**src/rtl/gpio_irq_pkg.sv**
```systemverilog
package gpio_irq_pkg;
  localparam int unsigned ADDR_W = 4;

  typedef enum logic [ADDR_W-1:0] {
    REG_VAL    = 4'd0,
    REG_SET    = 4'd1,
    REG_CLR    = 4'd2,
    REG_TGL    = 4'd3,
    REG_DIR    = 4'd4,
    REG_INEN   = 4'd5,
    REG_SENSE  = 4'd6,
    REG_POL    = 4'd7,
    REG_MASK_A = 4'd8,
    REG_MASK_B = 4'd9
  } reg_addr_e;
endpackage

```
**src/rtl/gpio_sync.sv**
```systemverilog
module gpio_sync #(
  parameter int unsigned WIDTH = 16
) (
  input  logic             clk_i,
  input  logic             rst_ni,
  input  logic [WIDTH-1:0] d_i,
  output logic [WIDTH-1:0] q_o
);
  logic [WIDTH-1:0] meta_q, sync_q;

  always_ff @(posedge clk_i or negedge rst_ni) begin
    if (!rst_ni) begin
      meta_q <= '0;
      sync_q <= '0;
    end else begin
      meta_q <= d_i;
      sync_q <= meta_q;
    end
  end

  assign q_o = sync_q;
endmodule

```
**src/rtl/gpio_port_regs.sv**
```systemverilog
module gpio_port_regs
  import gpio_irq_pkg::*;
#(
  parameter int unsigned NPINS = 16
) (
  input  logic                clk_i,
  input  logic                rst_ni,
  input  logic [ADDR_W-1:0]   addr_i,
  input  logic                we_i,
  input  logic [NPINS-1:0]    wdata_i,
  input  logic [NPINS-1:0]    pin_sync_i,
  output logic [NPINS-1:0]    drive_o,
  output logic [NPINS-1:0]    dir_o,
  output logic [NPINS-1:0]    cond_o,
  output logic [NPINS-1:0]    rdata_o
);
  logic [NPINS-1:0] drv_q, dir_q, inen_q, sense_q, pol_q, flag_q, act_q;
  logic [NPINS-1:0] sensed, act, edge_ev, clr_hit, port_val;
  logic wr_val, wr_set, wr_clr, wr_tgl;

  assign wr_val = we_i && (addr_i == REG_VAL);
  assign wr_set = we_i && (addr_i == REG_SET);
  assign wr_clr = we_i && (addr_i == REG_CLR);
  assign wr_tgl = we_i && (addr_i == REG_TGL);

  always_ff @(posedge clk_i or negedge rst_ni) begin
    if (!rst_ni) begin
      dir_q   <= '0;
      inen_q  <= '0;
      sense_q <= '0;
      pol_q   <= '0;
    end else if (we_i) begin
      if (addr_i == REG_DIR)   dir_q   <= wdata_i;
      if (addr_i == REG_INEN)  inen_q  <= wdata_i;
      if (addr_i == REG_SENSE) sense_q <= wdata_i;
      if (addr_i == REG_POL)   pol_q   <= wdata_i;
    end
  end

  always_ff @(posedge clk_i or negedge rst_ni) begin
    if (!rst_ni)     drv_q <= '0;
    else if (wr_val) drv_q <= wdata_i;
    else if (wr_set) drv_q <= drv_q | wdata_i;
    else if (wr_clr) drv_q <= drv_q & ~wdata_i;
    else if (wr_tgl) drv_q <= drv_q ^ wdata_i;
  end

  // outputs loop back their own drive value
  assign sensed  = (dir_q & drv_q) | (~dir_q & pin_sync_i);
  assign act     = inen_q & (sensed ^ pol_q);
  assign edge_ev = act & ~act_q & sense_q;
  assign clr_hit = wr_clr ? wdata_i : '0;

  always_ff @(posedge clk_i or negedge rst_ni) begin
    if (!rst_ni) begin
      act_q  <= '0;
      flag_q <= '0;
    end else begin
      act_q  <= act;
      flag_q <= (flag_q & ~clr_hit) | edge_ev;  // new edge beats clear
    end
  end

  assign cond_o   = (sense_q & flag_q) | (~sense_q & act);
  assign port_val = (dir_q & drv_q)
                  | (~dir_q & sense_q & flag_q)
                  | (~dir_q & ~sense_q & inen_q & pin_sync_i);

  always_comb begin
    unique case (addr_i)
      REG_VAL, REG_SET, REG_CLR, REG_TGL: rdata_o = port_val;
      REG_DIR:   rdata_o = dir_q;
      REG_INEN:  rdata_o = inen_q;
      REG_SENSE: rdata_o = sense_q;
      REG_POL:   rdata_o = pol_q;
      default:   rdata_o = '0;
    endcase
  end

  assign drive_o = drv_q;
  assign dir_o   = dir_q;


  flag_edge_wins_chk: assert property (@(posedge clk_i) disable iff (!rst_ni)
    (flag_q & $past(edge_ev)) == $past(edge_ev));


  flag_clear_chk: assert property (@(posedge clk_i) disable iff (!rst_ni)
    (flag_q & $past(clr_hit & ~edge_ev)) == '0);


  flag_hold_chk: assert property (@(posedge clk_i) disable iff (!rst_ni)
    ($past(flag_q) & ~$past(clr_hit) & ~flag_q) == '0);


  set_zero_bits_chk: assert property (@(posedge clk_i) disable iff (!rst_ni)
    $past(wr_set) |-> ((drv_q ^ $past(drv_q)) & ~$past(wdata_i)) == '0);
endmodule

```
**src/rtl/gpio_irq_chan.sv**
```systemverilog
module gpio_irq_chan #(
  parameter int unsigned NPINS = 16
) (
  input  logic             clk_i,
  input  logic             rst_ni,
  input  logic             mask_we_i,
  input  logic [NPINS-1:0] wdata_i,
  input  logic [NPINS-1:0] cond_i,
  output logic [NPINS-1:0] mask_o,
  output logic             irq_o
);
  logic [NPINS-1:0] mask_q;
  logic             irq_q;

  always_ff @(posedge clk_i or negedge rst_ni) begin
    if (!rst_ni) begin
      mask_q <= '0;
      irq_q  <= 1'b0;
    end else begin
      if (mask_we_i) mask_q <= wdata_i;
      irq_q <= |(mask_q & cond_i);
    end
  end

  assign mask_o = mask_q;
  assign irq_o  = irq_q;


  mask_zero_quiet_chk: assert property (@(posedge clk_i) disable iff (!rst_ni)
    ($past(mask_q) == '0) |-> !irq_q);
endmodule

```
**src/rtl/gpio_irq_ctrl.sv**
```systemverilog
module gpio_irq_ctrl
  import gpio_irq_pkg::*;
#(
  parameter int unsigned NPINS = 16
) (
  input  logic              clk_i,
  input  logic              rst_ni,
  input  logic [ADDR_W-1:0] addr_i,
  input  logic              we_i,
  input  logic [NPINS-1:0]  wdata_i,
  output logic [NPINS-1:0]  rdata_o,
  input  logic [NPINS-1:0]  pin_i,
  output logic [NPINS-1:0]  pin_o,
  output logic [NPINS-1:0]  pin_oe_o,
  output logic              irq_a_o,
  output logic              irq_b_o
);
  localparam int unsigned NCH = 2;

  logic [NPINS-1:0] pin_sync, cond, regs_rdata;
  logic [NPINS-1:0] mask [NCH];
  logic [NCH-1:0]   irq;

  gpio_sync #(.WIDTH(NPINS)) u_sync (
    .clk_i (clk_i),
    .rst_ni(rst_ni),
    .d_i   (pin_i),
    .q_o   (pin_sync)
  );

  gpio_port_regs #(.NPINS(NPINS)) u_regs (
    .clk_i     (clk_i),
    .rst_ni    (rst_ni),
    .addr_i    (addr_i),
    .we_i      (we_i),
    .wdata_i   (wdata_i),
    .pin_sync_i(pin_sync),
    .drive_o   (pin_o),
    .dir_o     (pin_oe_o),
    .cond_o    (cond),
    .rdata_o   (regs_rdata)
  );

  for (genvar g = 0; g < NCH; g++) begin : g_chan
    logic mask_we;
    assign mask_we = we_i && (addr_i == ADDR_W'(int'(REG_MASK_A) + g));

    gpio_irq_chan #(.NPINS(NPINS)) u_chan (
      .clk_i    (clk_i),
      .rst_ni   (rst_ni),
      .mask_we_i(mask_we),
      .wdata_i  (wdata_i),
      .cond_i   (cond),
      .mask_o   (mask[g]),
      .irq_o    (irq[g])
    );
  end

  always_comb begin
    if (addr_i == REG_MASK_A)      rdata_o = mask[0];
    else if (addr_i == REG_MASK_B) rdata_o = mask[1];
    else                           rdata_o = regs_rdata;
  end

  assign irq_a_o = irq[0];
  assign irq_b_o = irq[1];


  mask_a_indep_chk: assert property (@(posedge clk_i) disable iff (!rst_ni)
    $past(we_i && addr_i == REG_MASK_A) |-> $stable(mask[1]));


  mask_b_indep_chk: assert property (@(posedge clk_i) disable iff (!rst_ni)
    $past(we_i && addr_i == REG_MASK_B) |-> $stable(mask[0]));
endmodule

```
**config.mk**
```make
export PLATFORM = sky130hd
export DESIGN_NAME = gpio_irq_ctrl
export DESIGN_NICKNAME = d
export VERILOG_FILES = /design/src/rtl/gpio_irq_pkg.sv /design/src/rtl/gpio_sync.sv /design/src/rtl/gpio_port_regs.sv /design/src/rtl/gpio_irq_chan.sv /design/src/rtl/gpio_irq_ctrl.sv
export SDC_FILE = /design/constraint.sdc
export NUM_CORES = 1
export LEC_CHECK = 0
export BUFFER_PORTS_ARGS = -buffer_cell sky130_fd_sc_hd__buf_4
export CAP_MARGIN = 20
export CORE_MARGIN = 5
export CORE_UTILIZATION = 35
export CTS_CLUSTER_DIAMETER = 100
export DETAILED_ROUTE_END_ITERATION = 6
export GPL_ROUTABILITY_DRIVEN = 1
export HOLD_SLACK_MARGIN = 0.02
export PLACE_DENSITY_LB_ADDON = 0.12
export SETUP_SLACK_MARGIN = 0.15
export SKIP_LAST_GASP = 1
export SLEW_MARGIN = 20
export SYNTH_ARGS = -nofsm -noshare
export SYNTH_HDL_FRONTEND = slang
export SYNTH_HIERARCHICAL = 1
export SYNTH_SLANG_ARGS = --single-unit
```
**constraint.sdc**
```tcl
create_clock -name clk_i -period 1.8 [get_ports clk_i]
set_clock_uncertainty 0.1 [all_clocks]
set_input_delay 0.27 -clock clk_i [delete_from_list [all_inputs] [get_ports clk_i]]
set_output_delay 0.27 -clock clk_i [all_outputs]
set_load 0.01 [all_outputs]
```
==> summary.txt <==
Final period util: 1.32
CP Depth: 5
most area-consuming cells after synthesis: dfrtp_1, mux2_2, mux2_4
synth warn: 6
gr ovfl total: 0
most frequent cells in the layout: buf_4, dfrtp_1, mux2_2
cts bufs inserted: 17
Sw Share: 0.320
CTS tree: built
die area: 0.0304 mm^2
Clock power frac: 0.255
NetSw: 4970 uW
global-route wire length before repair: 45700 um
WS Path Type: register to primary output
gpl congestion: 0.839
leading area contributor after synthesis: dfrtp_1
final HPWL from detailed placement: 20100 um
boundary pin count: 89
Arr. time, crit path: 2.00 ns
CTS max path bufs: 2
Reg clk slew, reported paths: 0.07 ns
GRT Overall Usage: 0.195
initial antenna violation count: 0
Antenna Nets Post-Route: 0
Max Cap Viol: 0
Initial Util: 0.353
fin crit period: 2.37 ns
worst slew pin tran: 0.577 ns
Hold Crit Class: primary input to register
drt drc: 0
share of the synthesized area in the top cell type: 0.471
Reg power frac: 0.368
P&R area growth vs syn: 39.2%
Row Count: 60
I/O Buffers: 88
Pint: 10600 uW
H-tree levels: 4
Worst Path Max Fanout: 2
Slew Viols, Final: 0
total number of vias: 7339
Clock Latency Late Sink: 0.44 ns
pin count of the biggest net entering global routing: 53
Setup WS post-layout: -0.571 ns
RSZ-0062 raised after global routing: true
failing checks: setup timing
Place WS: -0.379 ns
Die Ht: 174 um
worst path buffer plus inverter count: 2
top_reg_cell synth: dfrtp_1
DRT Pass-1 Iters: 5
final-layout fill cell count: 2392
Seq/Total Area, Yosys: 0.471
Antenna Diode Count: 0
vias in the first global route: 7871
P_leak: 0.00605 uW
CTS root buffer: clkbuf_16
Crit path required time: 1.43 ns
CP startpoint kind: register
Async S/R FF share, synth: 1.00
DIE WIDTH: 174 um
pwr dens: 1180 mW/mm^2
Iteration-0 DRC Markers: 393
Core ar.: 0.0268 mm^2
Worst path max stage delay: 0.43 ns
mean routed wirelength per cell: 20.8 um
Critical Path Most Common Cell: buf_6
maximum clock frequency: 0.422 GHz
Worst path slowest cell: mux4_2
syn_nets: 840
Final Hold Fails: 0
Cell Area, Synth: 0.00946 mm^2
# nets final: 1125
number of flops mapped to enable cells by yosys: 0
R2R depth: 7
syn_area_per_cell: 12.3 um^2
status: complete, but fails checks
clk sinks: 178
share of cells above drive strength 1: 0.469
Yosys reg bits: 178
Finished Core Util: 0.492
hold path cells: 2
Combinational Power Share: 0.378
largest delay contributor family on the critical path: multiplexers
CP Capture Type: primary output
Max-slew headroom: 0.611
critical path, cell by cell: buf_6 > mux4_2 > a32o_1 > mux2_4 > buf_6
most common cell after layout, fill and taps aside: buf_4
library cells used by synthesis: 37
Synth Instances: 769
final setup fails: 18
vias per inst: 5.21
final wirelength: 29200 um
VDD IR max: 0.570 mV
[power by group through the flow]
stage	combinational, uW	sequential (uW)	clock, uW
final	5860	5710	3950
after global routing	6370	5840	4220
after CTS	5640	5670	4060
after detailed placement	5010	5770	0
after global placement	4890	5730	0
after floorplan	2590	5810	0
[state kept, by name (all words and copies together), names as in the netlist]
signal                cells
g_chan.u_chan/irq_o       2
g_chan.u_chan/mask_o     32
u_regs/act_q             16
u_regs/dir_o             16
u_regs/drive_o           16
u_regs/flag_q            16
u_regs/inen_q            16
u_regs/pol_q             16
u_regs/sense_q           16
u_sync/meta_q            16
u_sync/q_o               16
[final cells by class]
class                           count  area, um^2  area share
Timing Repair Buffer              301        2680       0.204
Sequential cell                   178        4470       0.339
Clock inverter                     14         175      0.0133
Clock buffer                       18         439      0.0333
Inverter                           55         211      0.0161
Multi-Input combinational cell    501        4770       0.362
Tap cell                          341         427      0.0324
[worst paths after layout]
check,startpoint,slack [ns],to
max,u_regs/dir_o[4],-0.57,rdata_o[4]
min,wdata_i[3],0.04,g_chan[0].u_chan/mask_o[3]
max reg2reg,u_regs/dir_o[4],-0.28,g_chan[1].u_chan/irq_o
min reg2reg,u_sync/meta_q[4],0.25,u_sync/q_o[4]
max in group asynchronous,rst_ni,0.62,u_regs/sense_q[2]
min in group asynchronous,rst_ni,0.28,u_regs/pol_q[8]
[cells by family (layout without fill, tap and decap cells)]
logic type      Yosys count  count (layout)  synth area share
fa+ha+maj                32              32            0.0423
buf+inv                  90             388            0.0484
xor+xnor                 16              16            0.0148
compound gates          143             143             0.107
mux                     190             190             0.250
flops                   178             178             0.471
simple gates            120             120            0.0665
[through the flow]
step / std cells / TNS (ns) / area [um^2] / total power, uW / hold slack (ns)
final: 1408 / -6.97 / 13200 / 15500 / 0.0428
after global routing: 1408 / -8.27 / 13200 / 16400 / 0.0439
after CTS: 1397 / -7.42 / 12900 / 15400 / 0.0242
after detailed placement: 1303 / -21.32 / 11600 / 10800 / 0.180
after global placement: 1303 / -19.22 / 11600 / 10600 / 0.171
after floorplan: 769 / -0.268 / 9590 / 8400 / -0.126
[cell usage after synthesis, drive strengths merged, types with 7 or more instances]
library cell,instances
a21oi,25
a221o,9
a221oi,8
a22o,8
a32o,7
buf,27
clkbuf,8
dfrtp,178
ha,32
inv,55
mux2,144
mux2i,34
mux4,12
nand2,51
nand2b,18
nand3b,11
nor2b,17
nor3,11
o21ai,23
o22a,9
o22ai,11
o31ai,43
xor2,16
[repair_timing]
item                                    4_1_cts  5_1_grt
endpoints found under the setup margin       23       29
resized for setup                            46       38
pin swaps                                    31       20
buffers inserted                             33       11
hold buffers                                 29        0
gates cloned                                  0        0
hold endpoints to repair                     90        0
[layer usage]
layer | vias up | track usage | wire length [um]
met2 | 174 | 0.329 | 14700
met5 | - | 0 | 0
met3 | 37 | 0.0289 | 1060
met1 | 3755 | 0.255 | 12900
li1 | 3373 | - | -
met4 | 0 | 0.0676 | 589
No activity file was read; power rests on OpenSTA's default activity.
